File: src/rtl/cfgx_pkg.sv
package cfgx_pkg;
  localparam int DATA_W    = 32;
  localparam int ADDR_W    = 16;
  localparam int CFG_W     = 32;
  localparam int MAP_W     = CFG_W - ADDR_W + 1;
  localparam int BUS_W     = 8;
  localparam int IDSEL_LSB = 11;
  localparam int IDSEL_W   = CFG_W - IDSEL_LSB;
  localparam int DEV_W     = $clog2(IDSEL_W);
  localparam int BE_W      = DATA_W / 8;

  typedef enum logic [1:0] {
    SZ_BYTE = 2'd0,
    SZ_HALF = 2'd1,
    SZ_WORD = 2'd2,
    SZ_WALT = 2'd3
  } accSize_t;

  typedef struct packed {
    logic load;
    logic rejLoad;
    logic capRead;
  } strobe_t;

  function automatic logic [DEV_W-1:0] lowestSet(input logic [IDSEL_W-1:0] v);
    logic [DEV_W-1:0] idx;
    idx = '0;
    for (int i = IDSEL_W - 1; i >= 0; i--) begin
      if (v[i]) idx = DEV_W'(i);
    end
    return idx;
  endfunction

  function automatic logic [DATA_W-1:0] widthMask(input logic [1:0] sz);
    case (sz)
      SZ_BYTE: return DATA_W'(32'h0000_00FF);
      SZ_HALF: return DATA_W'(32'h0000_FFFF);
      default: return '1;
    endcase
  endfunction
endpackage

File: src/rtl/cfgx_dp.sv
module cfgx_dp
  import cfgx_pkg::*;
(
  input  logic                 clk,
  input  logic                 rstN,
  input  strobe_t              strb,
  input  logic [ADDR_W-1:0]    cpuAddr,
  input  logic [1:0]           cpuSize,
  input  logic                 cpuWe,
  input  logic [DATA_W-1:0]    cpuWdata,
  input  logic [MAP_W-1:0]     mapCfg,
  input  logic [BUS_W-1:0]     busNum,
  input  logic [DATA_W-1:0]    dsRdata,
  output logic [CFG_W-1:0]     dsAddr,
  output logic [BE_W-1:0]      dsByteEn,
  output logic [DATA_W-1:0]    dsWdata,
  output logic                 dsWe,
  output logic [DATA_W-1:0]    rdata,
  output logic                 reject,
  output logic                 idselErr
);
  logic [ADDR_W-1:0]  addrQ;
  logic [1:0]         sizeQ;
  logic               weQ;
  logic [DATA_W-1:0]  wdataQ;
  logic [MAP_W-1:0]   mapQ;
  logic [DATA_W-1:0]  rdataQ;
  logic               errQ;

  logic [CFG_W-1:0]   cfgAddr;
  logic [IDSEL_W-1:0] idsel;
  logic [DEV_W-1:0]   devNum;
  logic               type1;
  logic               idselZero;
  logic               misalign;
  logic [4:0]         laneShift;
  logic [DATA_W-1:0]  mask;

  always_ff @(posedge clk or negedge rstN) begin
    if (!rstN) begin
      addrQ  <= '0;
      sizeQ  <= '0;
      weQ    <= 1'b0;
      wdataQ <= '0;
      mapQ   <= '0;
    end else if (strb.load) begin
      addrQ  <= cpuAddr;
      sizeQ  <= cpuSize;
      weQ    <= cpuWe;
      wdataQ <= cpuWdata;
      mapQ   <= mapCfg;
    end
  end

  always_comb begin
    cfgAddr   = {mapQ[ADDR_W-1:0], addrQ};
    idsel     = cfgAddr[CFG_W-1:IDSEL_LSB];
    devNum    = lowestSet(idsel);
    type1     = mapQ[MAP_W-1];
    idselZero = (idsel == '0);
    mask      = widthMask(sizeQ);
    laneShift = {addrQ[1:0], 3'b000};
    case (sizeQ)
      SZ_BYTE: misalign = 1'b0;
      SZ_HALF: misalign = addrQ[0];
      default: misalign = |addrQ[1:0];
    endcase
    reject = type1 | idselZero | misalign;
  end

  assign dsAddr  = {1'b1, 7'b0, busNum, devNum, cfgAddr[10:8], cfgAddr[7:2], 2'b00};
  assign dsWdata = (wdataQ & mask) << laneShift;
  assign dsWe    = weQ;

  always_comb begin
    case (sizeQ)
      SZ_BYTE: dsByteEn = BE_W'(4'b0001) << addrQ[1:0];
      SZ_HALF: dsByteEn = BE_W'(4'b0011) << addrQ[1:0];
      default: dsByteEn = '1;
    endcase
  end

  always_ff @(posedge clk or negedge rstN) begin
    if (!rstN) begin
      rdataQ <= '0;
      errQ   <= 1'b0;
    end else begin
      if (strb.rejLoad) begin
        rdataQ <= mask;
        if (idselZero && !type1) errQ <= 1'b1;
      end else if (strb.capRead) begin
        rdataQ <= (dsRdata >> laneShift) & mask;
      end
    end
  end

  assign rdata    = rdataQ;
  assign idselErr = errQ;

  a_r7_err_sticky: assert property (@(posedge clk) disable iff (!rstN)
    errQ |=> errQ);

  a_r6_type1_keeps_err: assert property (@(posedge clk) disable iff (!rstN)
    (strb.rejLoad && type1 && !errQ) |=> !errQ);
endmodule

File: src/rtl/cfgx_ctrl.sv
module cfgx_ctrl
  import cfgx_pkg::*;
(
  input  logic    clk,
  input  logic    rstN,
  input  logic    cpuReq,
  input  logic    reject,
  input  logic    isWrite,
  input  logic    dsReady,
  output strobe_t strb,
  output logic    cpuReady,
  output logic    cpuDone,
  output logic    dsValid,
  output logic    clrPulse
);
  typedef enum logic [1:0] {ST_IDLE, ST_ISSUE, ST_WAIT, ST_RESP} state_t;
  state_t state, stateNxt;

  always_comb begin
    stateNxt     = state;
    strb         = '0;
    dsValid      = 1'b0;
    case (state)
      ST_IDLE: if (cpuReq) begin
        strb.load = 1'b1;
        stateNxt  = ST_ISSUE;
      end
      ST_ISSUE: begin
        if (reject) begin
          strb.rejLoad = 1'b1;
          stateNxt     = ST_RESP;
        end else begin
          dsValid = 1'b1;
          if (dsReady) stateNxt = isWrite ? ST_RESP : ST_WAIT;
        end
      end
      ST_WAIT: begin
        strb.capRead = 1'b1;
        stateNxt     = ST_RESP;
      end
      default: stateNxt = ST_IDLE;
    endcase
  end

  always_ff @(posedge clk or negedge rstN) begin
    if (!rstN) begin
      state    <= ST_IDLE;
      clrPulse <= 1'b0;
    end else begin
      state    <= stateNxt;
      clrPulse <= dsValid && dsReady;
    end
  end

  assign cpuReady = (state == ST_IDLE);
  assign cpuDone  = (state == ST_RESP);

  a_r11_done_pulse: assert property (@(posedge clk) disable iff (!rstN)
    cpuDone |=> !cpuDone);

  a_r10_valid_hold: assert property (@(posedge clk) disable iff (!rstN)
    (dsValid && !dsReady) |=> dsValid);

  a_r9_clr_follows_hs: assert property (@(posedge clk) disable iff (!rstN)
    (dsValid && dsReady) |=> clrPulse);
endmodule

File: src/rtl/cfg_window_xlate.sv
module cfg_window_xlate
  import cfgx_pkg::*;
#(
  parameter int STATUS_W   = 16,
  parameter int TABORT_BIT = 12,
  parameter int MABORT_BIT = 13
) (
  input  logic                 clk,
  input  logic                 rstN,
  input  logic                 cpuReq,
  input  logic                 cpuWe,
  input  logic [1:0]           cpuSize,
  input  logic [ADDR_W-1:0]    cpuAddr,
  input  logic [DATA_W-1:0]    cpuWdata,
  output logic                 cpuReady,
  output logic                 cpuDone,
  output logic [DATA_W-1:0]    cpuRdata,
  input  logic [MAP_W-1:0]     mapCfg,
  input  logic [BUS_W-1:0]     busNum,
  output logic                 idselErr,
  output logic [STATUS_W-1:0]  statusClr,
  output logic                 dsValid,
  output logic                 dsWe,
  output logic [CFG_W-1:0]     dsAddr,
  output logic [BE_W-1:0]      dsByteEn,
  output logic [DATA_W-1:0]    dsWdata,
  input  logic                 dsReady,
  input  logic [DATA_W-1:0]    dsRdata
);
  localparam logic [STATUS_W-1:0] ABORT_MASK =
    (STATUS_W'(1) << TABORT_BIT) | (STATUS_W'(1) << MABORT_BIT);

  strobe_t strb;
  logic    reject;
  logic    clrPulse;

  cfgx_ctrl ctrl_i (
    .clk      (clk),
    .rstN     (rstN),
    .cpuReq   (cpuReq),
    .reject   (reject),
    .isWrite  (dsWe),
    .dsReady  (dsReady),
    .strb     (strb),
    .cpuReady (cpuReady),
    .cpuDone  (cpuDone),
    .dsValid  (dsValid),
    .clrPulse (clrPulse)
  );

  cfgx_dp dp_i (
    .clk      (clk),
    .rstN     (rstN),
    .strb     (strb),
    .cpuAddr  (cpuAddr),
    .cpuSize  (cpuSize),
    .cpuWe    (cpuWe),
    .cpuWdata (cpuWdata),
    .mapCfg   (mapCfg),
    .busNum   (busNum),
    .dsRdata  (dsRdata),
    .dsAddr   (dsAddr),
    .dsByteEn (dsByteEn),
    .dsWdata  (dsWdata),
    .dsWe     (dsWe),
    .rdata    (cpuRdata),
    .reject   (reject),
    .idselErr (idselErr)
  );

  assign statusClr = clrPulse ? ABORT_MASK : '0;

  a_r10_req_stable: assert property (@(posedge clk) disable iff (!rstN)
    (dsValid && !dsReady) |=> ($stable(dsAddr) && $stable(dsByteEn)));

  a_r3_be_shape: assert property (@(posedge clk) disable iff (!rstN)
    dsValid |-> ($countones(dsByteEn) == 1 || $countones(dsByteEn) == 2 ||
                 $countones(dsByteEn) == 4));

  a_r10_busy_while_issued: assert property (@(posedge clk) disable iff (!rstN)
    dsValid |-> !cpuReady);
endmodule

File: config.mk
export PLATFORM = sky130hd
export DESIGN_NAME = cfg_window_xlate
export DESIGN_NICKNAME = d
export VERILOG_FILES = /design/src/rtl/cfgx_pkg.sv /design/src/rtl/cfgx_dp.sv /design/src/rtl/cfgx_ctrl.sv /design/src/rtl/cfg_window_xlate.sv
export SDC_FILE = /design/constraint.sdc
export NUM_CORES = 1
export LEC_CHECK = 0
export ABC_AREA = 1
export BUFFER_PORTS_ARGS = -buffer_cell sky130_fd_sc_hd__buf_2
export CAP_MARGIN = 20
export CORE_MARGIN = 8
export CORE_UTILIZATION = 34
export CTS_BUF_LIST = sky130_fd_sc_hd__clkbuf_8 sky130_fd_sc_hd__clkbuf_16
export DETAILED_ROUTE_END_ITERATION = 7
export PLACE_DENSITY = 0.74
export SLEW_MARGIN = 5
export SYNTH_ARGS = -nofsm -noshare
export SYNTH_HDL_FRONTEND = slang
export SYNTH_HIERARCHICAL = 1
export SYNTH_SLANG_ARGS = --single-unit
File: constraint.sdc
create_clock -name clk -period 2.51 [get_ports clk]
set_input_delay 0.1255 -clock clk [delete_from_list [all_inputs] [get_ports clk]]
set_output_delay 0.1255 -clock clk [all_outputs]
set_load 0.02 [all_outputs]
==> metrics.md <==
| Metric | Value |
|---|---|
| Run status | `finished, final reports clean` |
| Starting density of the core | `34.74%` |
| Netlist area before placement | `5518 sq um` |
| Post-placement cell count | `1,017` |
| TritonCTS clock tree | `yes` |
| Final Routed Wirelength | `19,550 um` |
| Most common library cell in the layout ignoring fill and taps | `sky130_fd_sc_hd__buf_2` |
| Cell family with most CP delay | `simple AND/OR/NAND/NOR gates` |
| Final period utilization | `91.34%` |
| Maximum level of the CTS H-tree | `3` |
| Total via count in the routed design | `5,430` |
| Delay of the slowest cell on the worst path | `0.40 ns` |
| Signal arrival time at the worst endpoint | `2.53 ns` |
| First-pass GRT wire length | `29,970 um` |
| Switching share of total power | `47.60%` |
| Global-route track usage on met2 | `31.54%` |
| Class of the most critical setup path | `register to register` |
| Core Footprint | `15,890 sq um` |
| Highest clock rate | `436.2 MHz` |
| Slew @ Worst Pin | `0.6127 ns` |
| Area Growth Syn to Fin | `34.74%` |
| Worst max-slew margin expressed relative to the limit | `59.11%` |
| Power Density | `1375 nW/um^2` |
| Highest ir drop seen on vdd | `0.0006426 V` |
| Startpoint of the lowest-slack register-to-register path | `dp_i/addrQ[14]$_DFFE_PN0P_` |
| HP Class | `primary input to register` |
| Net switching power | `4.867 mW` |
| Number of remaining DRC errors | `0` |
| Final worst clock skew | `0.007189 ns` |
| Number of max-cap violations | `0` |
| Worst Min Path Start | `cpuWdata[17]` |
| Die span in y | `143.4 um` |
| Final core occ | `46.80%` |
| List of cells traversed by the critical path | `nor4_1 > nand4_1 > nor3_2 > a211o_1 > nand2_1 > inv_1 > nor2_4 > nor2_1 > buf_4 > o211ai_1 > o22a_1` |
| Total design power | `10.22 mW` |
| Share of final-layout standard cells stronger than drive strength 1 | `30.89%` |
| Total negative slack | `0 ns` |
| Maximum clock path buffer count | `2` |
| Number of synthesized flops with an enable pin | `0` |
| Die area | `20,560 sq um` |
| Setup repair after global routing missed its margin | `false` |
| Global-route usage over all layers | `18.98%` |
| Detailed-route vias per instance | `4.977` |
| Post-Syn Instances | `645` |
| X dimension of the die | `143.4 um` |
| Warning count from the yosys run | `6` |
| HPWL after detailed placement | `14,240 um` |
| DRT Pass-1 Iters | `8` |
| Number of fillers in the final layout | `1,533` |
| Post-CTS repair timing setup buffer count | `0` |
| Insertion delay to the later sink of the worst-skew pair | `0.35 ns` |
| Endpoint type of the worst setup path | `register` |
| Distinct cells, synth | `38` |
| Worst Setup SP | `dp_i/addrQ[14]$_DFFE_PN0P_` |
| Cell Area, Placed | `6518 sq um` |
| Buf/Inv on CP | `2` |
| Flip-flop and latch count after synthesis | `104` |
| Met3 Track Usage GR | `5.607%` |
| Initial antenna violation count | `1` |
| Post-layout net count | `986` |
| IO Pins | `233` |
| Number of standard-cell rows in the floorplan | `46` |
| Kind of start point of the critical path | `register` |
| Crit path max fanout | `11` |
| Finish-stage setup viols | `0` |
| Global placement routability congestion | `0.8589` |
| Hold Vio Cnt, Final | `0` |
| Global routing usage on met1 | `22.64%` |
| Residual antenna-violating net count after detailed routing | `0` |
| Async set-or-reset flop fraction in the synthesized netlist | `100.0%` |
| Vias in the first global route | `5,536` |
| Post-CTS clock slew at the launch and capture registers of the worst setup and hold paths | `0.07 ns` |
| Commonest non-fill, non-tap cells in the layout | `sky130_fd_sc_hd__buf_2, sky130_fd_sc_hd__nand2_1, sky130_fd_sc_hd__dfrtp_1` |
| Clock Sinks | `104` |
| Most Crowded Layer GR | `met2` |
| Data required time of the worst path | `2.75 ns` |
| Final cell count without fillers | `1,091` |
| Clock root cell | `sky130_fd_sc_hd__clkbuf_16` |
| Internal power component | `5.358 mW` |
| Port bufs | `192` |
| Number of pins exceeding their max-slew limit in the final report | `0` |
| Detailed router's first-iteration violation count | `320` |
| Clock power frac | `14.8%` |
| Highest-delay cell along the critical path | `sky130_fd_sc_hd__dfrtp_1` |
| Mean routed wirelength per cell | `17.92 um` |
| Maximum number of pins on one net before global-route repair | `67` |
| Final instance area | `7435 sq um` |
| Relative contribution of combinational cells to total power | `56.3%` |
| Proportion of synthesized chip area in sequential cells | `47.17%` |
| Dominant register cell in the synthesized netlist | `sky130_fd_sc_hd__dfrtp_1` |
| Sequential group share of total power | `28.9%` |
| Leakage power total | `3.716 nW` |
| Number of buffers inserted during clock tree synthesis | `9` |
| Syn_area_per_cell | `8.555 sq um` |
| GRT overflow | `0` |
| Final Critical Period | `2.293 ns` |
## synthesized netlist by cell type (all sizes together), types with 4 or more instances
master	number	area, sq um
o221ai	12	105.1
nand3	23	120.1
ha	4	50.05
o211ai	18	135.1
o2111ai	8	70.07
nand2	155	586.8
o22ai	10	62.56
a31oi	5	31.28
buf	61	420.4
o21ai	71	355.3
mux2	28	315.3
inv	61	229.0
clkbuf	17	63.81
o21a	6	45.04
nor2	36	142.6
dfrtp	104	2603
a22o	6	52.55
## logic make-up (layout without fill, tap and decap cells)
family / after synthesis / in the layout / share of synthesized area [%]
AO/OA/AOI/OAI: 147 / 147 / 17.08
adder cells (fa/ha/maj): 4 / 4 / 0.9071
buffers and inverters: 140 / 348 / 12.99
flip-flops: 104 / 104 / 47.17
multiplexers: 28 / 28 / 5.714
other: 3 / 25 / 0.2041
AND/OR/NAND/NOR: 219 / 219 / 15.94
## routing by layer
layer | up-vias | wire length, um | share of wire, %
li1 | 2550 | - | -
met1 | 2558 | 7877 | 40
met2 | 287 | 9124 | 47
met3 | 35 | 2026 | 10
met4 | 0 | 524 | 2.7
met5 | - | 0 | 0
## path summary, 6_finish.rpt
path	to	slack, ns	cells after the start
min	dp_i/wdataQ[17]$_DFFE_PN0P_	0.02	2
max	dp_i/rdata[2]$_DFFE_PN0P_	0.22	11
max reg2reg	dp_i/rdata[2]$_DFFE_PN0P_	0.22	11
max in group asynchronous	dp_i/mapQ[15]$_DFFE_PN0P_	1.55	3
min in group asynchronous	dp_i/addrQ[0]$_DFFE_PN0P_	0.25	2
min reg2reg	dp_i/idselErr$_DFFE_PN0P_	0.47	1
## timing repair
action                                  4_1_cts  5_1_grt
endpoints found under the setup margin        4       42
resized for setup                             1        3
endpoints found under the hold margin        82        0
hold buffers                                 58        0
## per-stage QoR
step / worst slack (ns) / hold WS (ns)
after floorplan: 0.1557 / -0.1701
after global placement: 0.2380 / 0.06884
after detailed placement: 0.1373 / 0.07016
after CTS: 0.04244 / 0.0002553
after global routing: 0.004735 / 0.008780
final: 0.2174 / 0.02185
## worst register-to-register path, cell delays in order, from the launching register on
cell and delay (ns):
sky130_fd_sc_hd__dfrtp_1 0.40, sky130_fd_sc_hd__nor4_1 0.38, sky130_fd_sc_hd__nand4_1 0.19, sky130_fd_sc_hd__nor3_2 0.26, sky130_fd_sc_hd__a211o_1 0.16, sky130_fd_sc_hd__nand2_1 0.07, sky130_fd_sc_hd__inv_1 0.12, sky130_fd_sc_hd__nor2_4 0.09
sky130_fd_sc_hd__nor2_1 0.09, sky130_fd_sc_hd__buf_4 0.16, sky130_fd_sc_hd__o211ai_1 0.10, sky130_fd_sc_hd__o22a_1 0.16
## state kept, by name, summed over array words and instances, names as in the netlist
signal	cells
dp_i/dsWe	1
dp_i/rdata	32
dp_i/sizeQ	2
ctrl_i/state	2
ctrl_i/clrPulse	1
dp_i/wdataQ	32
dp_i/addrQ	16
dp_i/mapQ	17
dp_i/idselErr	1
## final cells by class
cell class	count	area (sq um)	area share [%]
clock inverters	6	92.59	1.245
repair buffers	271	1718	23.11
flip-flops and latches	104	2603	35.01
inverters	62	234.0	3.147
diodes	1	2.502	0.03366
well taps	216	270.3	3.635
multi-input cells	422	2290	30.80
clock buffers	9	225.2	3.029
## power by group through the flow
stage	Sequential [mW]	Combinational, mW	Clock, mW
floorplan	3.08	3.71	0
global placement	2.94	5.57	0
detailed placement	2.96	5.66	0
CTS	2.94	5.76	1.57
global route	3.04	6.33	1.62
finish	2.95	5.76	1.51
Power figures use the tool's default switching activity.
